===== src/rtl/unlock_pkg.sv =====
package unlock_pkg;

    typedef enum logic [1:0] {
        SEQ_IDLE  = 2'd0,
        SEQ_ARMED = 2'd1,
        SEQ_HALF  = 2'd2
    } seq_state_e;

    typedef struct packed {
        logic       done;
        logic       wide_enough;
        logic [7:0] sample;
    } pulse_evt_t;

    function automatic logic key_ok(input pulse_evt_t ev, input logic [7:0] key);
        return ev.wide_enough && (ev.sample == key);
    endfunction

endpackage


===== src/rtl/strobe_sync.sv =====
module strobe_sync #(
    parameter int STAGES = 2,
    parameter int DATA_W = 8
) (
    input  logic              clk,
    input  logic              rst,
    input  logic              strobe_in,
    input  logic [DATA_W-1:0] data_in,
    output logic              strobe_s,
    output logic [DATA_W-1:0] data_s
);
    localparam int VEC_W = DATA_W + 1;

    logic [VEC_W-1:0] stage [STAGES];

    genvar gi;
    generate
        for (gi = 0; gi < STAGES; gi++) begin : g_stage
            always_ff @(posedge clk) begin
                if (rst) begin
                    stage[gi] <= {1'b1, {DATA_W{1'b0}}};
                end else if (gi == 0) begin
                    stage[gi] <= {strobe_in, data_in};
                end else begin
                    stage[gi] <= stage[(gi == 0) ? 0 : gi-1];
                end
            end
        end
    endgenerate

    assign strobe_s = stage[STAGES-1][VEC_W-1];
    assign data_s   = stage[STAGES-1][DATA_W-1:0];
endmodule


===== src/rtl/pulse_meter.sv =====
module pulse_meter
    import unlock_pkg::*;
#(
    parameter int MIN_PULSE = 25,
    parameter int DATA_W    = 8
) (
    input  logic              clk,
    input  logic              rst,
    input  logic              strobe_s,
    input  logic [DATA_W-1:0] data_s,
    output pulse_evt_t        evt
);
    localparam int CNT_W = $clog2(MIN_PULSE + 1);
    localparam logic [CNT_W-1:0] CNT_SAT = CNT_W'(MIN_PULSE);

    logic             strobe_prev;
    logic [CNT_W-1:0] low_cnt;

    always_ff @(posedge clk) begin
        if (rst) begin
            strobe_prev <= 1'b1;
            low_cnt     <= '0;
        end else begin
            strobe_prev <= strobe_s;
            if (strobe_s) begin
                low_cnt <= '0;
            end else if (low_cnt != CNT_SAT) begin
                low_cnt <= low_cnt + 1'b1;
            end
        end
    end

    always_comb begin
        evt             = '0;
        evt.done        = strobe_s & ~strobe_prev;
        evt.wide_enough = (low_cnt >= CNT_SAT);
        evt.sample      = 8'(data_s);
    end
endmodule


===== src/rtl/key_sequencer.sv =====
module key_sequencer
    import unlock_pkg::*;
#(
    parameter int                MODE_W      = 4,
    parameter logic [MODE_W-1:0] MODE_LOCK   = 4'hA,
    parameter logic [MODE_W-1:0] MODE_UNLOCK = 4'h5,
    parameter logic [7:0]        KEY_FIRST   = 8'h55,
    parameter logic [7:0]        KEY_SECOND  = 8'hAA
) (
    input  logic              clk,
    input  logic              rst,
    input  logic [MODE_W-1:0] mode_code,
    input  logic              strobe_s,
    input  pulse_evt_t        evt,
    output logic              unlocked,
    output logic              seq_error
);
    seq_state_e state_q, state_d;
    logic       unl_d, err_d;

    always_comb begin
        state_d = state_q;
        unl_d   = unlocked;
        err_d   = 1'b0;
        if (mode_code == MODE_LOCK) begin
            state_d = SEQ_IDLE;
            unl_d   = 1'b0;
        end else if (mode_code != MODE_UNLOCK) begin
            state_d = SEQ_IDLE;
        end else begin
            case (state_q)
                SEQ_IDLE: begin
                    if (strobe_s) state_d = SEQ_ARMED;
                end
                SEQ_ARMED: begin
                    if (evt.done) begin
                        if (key_ok(evt, KEY_FIRST)) state_d = SEQ_HALF;
                        else err_d = 1'b1;
                    end
                end
                SEQ_HALF: begin
                    if (evt.done) begin
                        state_d = SEQ_ARMED;
                        if (key_ok(evt, KEY_SECOND)) unl_d = 1'b1;
                        else err_d = 1'b1;
                    end
                end
                default: state_d = SEQ_IDLE;
            endcase
        end
    end

    always_ff @(posedge clk) begin
        if (rst) begin
            state_q   <= SEQ_IDLE;
            unlocked  <= 1'b0;
            seq_error <= 1'b0;
        end else begin
            state_q   <= state_d;
            unlocked  <= unl_d;
            seq_error <= err_d;
        end
    end
endmodule


===== src/rtl/prog_unlock_ctrl.sv =====
module prog_unlock_ctrl
    import unlock_pkg::*;
#(
    parameter int                MODE_W      = 4,
    parameter int                DATA_W      = 8,
    parameter int                SYNC_STAGES = 2,
    parameter int                MIN_PULSE   = 25,
    parameter logic [MODE_W-1:0] MODE_LOCK   = 4'hA,
    parameter logic [MODE_W-1:0] MODE_UNLOCK = 4'h5,
    parameter logic [7:0]        KEY_FIRST   = 8'h55,
    parameter logic [7:0]        KEY_SECOND  = 8'hAA
) (
    input  logic              clk,
    input  logic              rst,
    input  logic [MODE_W-1:0] mode_code,
    input  logic              strobe,
    input  logic [DATA_W-1:0] data_in,
    output logic              unlocked,
    output logic              seq_error
);
    logic              strobe_s;
    logic [DATA_W-1:0] data_s;
    pulse_evt_t        meter_evt;

    strobe_sync #(.STAGES(SYNC_STAGES), .DATA_W(DATA_W)) u_sync (
        .clk(clk), .rst(rst), .strobe_in(strobe), .data_in(data_in),
        .strobe_s(strobe_s), .data_s(data_s)
    );

    pulse_meter #(.MIN_PULSE(MIN_PULSE), .DATA_W(DATA_W)) u_meter (
        .clk(clk), .rst(rst), .strobe_s(strobe_s), .data_s(data_s),
        .evt(meter_evt)
    );

    key_sequencer #(
        .MODE_W(MODE_W), .MODE_LOCK(MODE_LOCK), .MODE_UNLOCK(MODE_UNLOCK),
        .KEY_FIRST(KEY_FIRST), .KEY_SECOND(KEY_SECOND)
    ) u_seq (
        .clk(clk), .rst(rst), .mode_code(mode_code), .strobe_s(strobe_s),
        .evt(meter_evt), .unlocked(unlocked), .seq_error(seq_error)
    );
endmodule


===== config.mk =====
export PLATFORM = sky130hd
export DESIGN_NAME = prog_unlock_ctrl
export DESIGN_NICKNAME = d
export VERILOG_FILES = /design/src/rtl/unlock_pkg.sv /design/src/rtl/strobe_sync.sv /design/src/rtl/pulse_meter.sv /design/src/rtl/key_sequencer.sv /design/src/rtl/prog_unlock_ctrl.sv
export SDC_FILE = /design/constraint.sdc
export NUM_CORES = 1
export LEC_CHECK = 0
export ABC_AREA = 1
export BUFFER_PORTS_ARGS = -buffer_cell sky130_fd_sc_hd__clkbuf_2
export CORE_MARGIN = 3
export CORE_UTILIZATION = 30
export CTS_CLUSTER_DIAMETER = 120
export CTS_CLUSTER_SIZE = 24
export DETAILED_ROUTE_END_ITERATION = 8
export HOLD_SLACK_MARGIN = 0.02
export PLACE_DENSITY = 0.56
export SLEW_MARGIN = 30
export SYNTH_ARGS = -nofsm -noshare
export SYNTH_HDL_FRONTEND = slang
export SYNTH_SLANG_ARGS = --single-unit

===== constraint.sdc =====
create_clock -name clk -period 1.6 [get_ports clk]
set_clock_uncertainty 0.2 [all_clocks]
set_input_delay 0 -clock clk [delete_from_list [all_inputs] [get_ports clk]]
set_output_delay 0 -clock clk [all_outputs]
set_load 0.005 [all_outputs]

==> summary.md <==
| Metric | Value |
|---|---|
| Largest net degree at the start of global routing | 22 |
| Seq/Total Area, Yosys | 0.479 |
| CP Launch Type | input port |
| Pre-CTS setup slack | 0.0629 ns |
| Synth cell count leaders | 31 x nor2_1, 30 x inv_1, 28 x dfxtp_1, 14 x nand2_1, 8 x nand3_1 |
| Yosys warns | 0 |
| DR vias | 937 |
| Reg-to-reg startpoint | u_seq.state_q[0] |
| Nets@finish | 208 |
| Placed cell count | 207 |
| #FFs+latches synth | 28 |
| Die Width | 68.5 um |
| Critical path's top delay family | buffers and inverters |
| DP HPWL | 1350 um |
| Initial antenna violation count | 0 |
| Crit path depth | 7 |
| Placeable Area | 3720 sq um |
| Fmax | 667 MHz |
| Routability Congestion | 0.821 |
| Max Cap Viol | 0 |
| Cells after Synth | 145 |
| Post-synthesis simple-gate area fraction | 0.307 |
| Top-count cell post-synth | nor2_1 |
| Worst path max stage delay | 0.55 ns |
| Synth area leader | dfxtp_1 |
| Per-cell routed wire length | 8.25 um |
| Min Tclk post-route | 1.50 ns |
| CTS clock-pin slew for the worst setup and hold paths | 0.09 ns |
| WP buf/inv | 3 |
| Final WL | 1930 um |
| RSZ-0062 raised after global routing | no |
| Post-route cell area | 1620 sq um |
| Layout area overhead | 38.0% |
| Layout cells sized above 1 | 0.204 |
| Worst Reg2Reg Path Length in Cells | 8 |
| Hold WS | 0.204 ns |
| EDFF count, synth | 0 |
| Site Rows | 22 |
| Ranking of synthesized cells by area | dfxtp_1 48%, nor2_1 9.9%, inv_1 9.6% |
| Drt drc | 0 |
| Relative slew margins | 0.851 |
| Final setup margin | 0.100 ns |
| Crit path DAT | 1.47 ns |
| Crit path from | mode_code[0] |
| Largest family of logic cells by synthesized area | simple AND/OR/NAND/NOR gates |
| Static leakage | 0.779 nW |
| Initial cell density of the core | 0.315 |
| Detail Route Antenna Nets | 0 |
| Crit-path max FO | 2 |
| Compound-gate portion of the synthesized area | 0.0321 |
| Vias per cell | 4.00 |
| Num ports | 17 |
| Crit path top cell by count | dlygate4sd3_1 |
| Synth unique cells | 22 |
| Mean post-synth cell area | 8.08 sq um |
| Final Slew Violations | 0 |
| I/O Buffers | 16 |
| Adder-cell share of the synthesized area | 0.0641 |
| DRT iter0 DRCs | 40 |
| Clock Root Buffer | clkbuf_8 |
| CP endpoint kind | flip-flop |
| Maximum vdd drop | 0.554 mV |
| Final setup fails | 0 |
| Mux cell area share after synthesis | 0 |
| R2R Setup Slk | 0.14 ns |
| Cell Chain, Critical Path | dlygate4sd3_1, clkbuf_2, nor2_1, nand3_1, dlygate4sd3_1, nand2_1, a21oi_1 |
| CTS tree | yes |
| Hold Crit Class | flip-flop to flip-flop |
| Status | complete, no violations |
| Worst Setup EP | u_seq.unlocked |
| H-tree depth | 1 |
| Critical-path top delay cell | dlygate4sd3_1 |
| Most used DFF post-synth | dfxtp_1 |
| CTS Sinks | 28 |
| Reg2reg end | u_seq.state_q[1] |
| Clock latency on the worst-skew pair | 0.27 ns |
| Fin. Hold Viols | 0 |
| Max Root-Sink Buffers | 2 |
| Number of global-route vias before repair | 882 |
| CTS buffer count | 3 |
| Setup TNS | 0 ns |
| Pwr Density | 854 nW/um^2 |
| Syn Nets | 166 |
| Post-Synth XOR/XNOR Area | 0.0150 |
| Die Ht | 68.5 um |
| Setup CP Type | input port to flip-flop |
| Worst EP required | 1.57 ns |
| Gr usage total | 0.0979 |
| Final Cycle Share | 0.937 |
| DRT Pass-1 Iters | 4 |
| First-pass GRT wire length | 3410 um |
| Ant. Diodes | 0 |
| Placed inst area | 1300 sq um |
| Non-filler instance count after layout | 234 |
| Worst-margin pin slew | 0.223 ns |
| Async S/R FF share, synth | 0 |
| DIE AREA | 4690 sq um |
| Total grt overflow | 0 |
| Post-Syn Area | 1170 sq um |
| Post-synth top area share | 0.479 |
## through the flow
step	util	power [mW]
3_5_place_dp	0.351	0.815
5_1_grt	0.435	1.46
3_3_place_gp	0.351	0.811
2_1_floorplan	-	0.788
4_1_cts	0.432	1.40
6_report	0.435	1.38
## sequential cells by signal (all words and copies together) (netlist names)
| register | count |
|---|---|
| u_seq.state_q | 2 |
| u_sync.stage | 18 |
| u_seq.unlocked | 1 |
| u_meter.low_cnt | 5 |
| u_meter.strobe_prev | 1 |
| u_seq.seq_error | 1 |
## report_power, final
group | leakage [nW] | total, mW | switching [mW] | internal (mW)
combinational | 0.511 | 0.113 | 0.0457 | 0.0677
clock | 0.0357 | 0.541 | 0.206 | 0.335
sequential | 0.232 | 0.726 | 0.00777 | 0.718
total | 0.779 | 1.38 | 0.260 | 1.12
## cell type report
class	count	area, sq um
Clock buffer	3	41.3
Tap cell	48	60.1
Sequential cell	28	568
Clock inverter	1	30.0
Timing Repair Buffer	39	313
Inverter	30	113
Multi-Input combinational cell	85	492
Fill cell	367	2100
## logic make-up after synthesis
kind of cell / Yosys count
AOI/OAI and AO/OA: 7
xor gates and xnor gates: 2
adders and majority gates: 6
buffers and inverters: 32
DFF: 28
and+or+nand+nor: 70
## worst min-delay path by stage
stage	start	cells after the start	slack [ns]	end
finish	u_sync.stage[0][2]	2	0.20	u_sync.stage[1][2]
global placement	strobe	2	-0.008	u_sync.stage[0][8]
CTS	u_sync.stage[0][0]	2	0.20	u_sync.stage[1][0]
floorplan	strobe	1	-0.1	u_sync.stage[0][8]
global route	u_sync.stage[0][1]	2	0.22	u_sync.stage[1][1]
detailed placement	strobe	2	-0.004	u_sync.stage[0][8]
## metal layers
metal / track usage / vias to the layer above / wire, um
met5: 0 / - / 0
met4: 0.0447 / 0 / 23
met3: 0.0296 / 2 / 92
met2: 0.180 / 20 / 984
met1: 0.100 / 405 / 830
li1: - / 510 / -
## timing repair
action | CTS | global route
hold endpoints to repair | 21 | 0
endpoints found under the setup margin | 0 | 10
hold buffers | 23 | 0
buffers inserted | 0 | 0
gates resized for setup | 0 | 8
## cell usage in the layout, fill, tap and decap left out, types with 2 or more instances in the layout
master,n
a21oi_1,4
clkbuf_8,3
nand2_2,2
nor2_1,31
o21ai_0,2
dlygate4sd3_1,23
dfxtp_1,24
nand2_4,4
clkbuf_2,15
nand3_1,8
or2_2,3
nor3b_1,2
dfxtp_2,3
nand2_1,14
inv_1,30
ha_1,5
xor2_1,2
## worst register-to-register path, delay by kind of cell, from the launching register on
kind	cells	cell delay, ns
adders and majority gates	1	0.24
buffers and inverters	1	0.06
DFF	1	0.35
and+or+nand+nor	6	0.51
(Power assumes the default switching activity.)
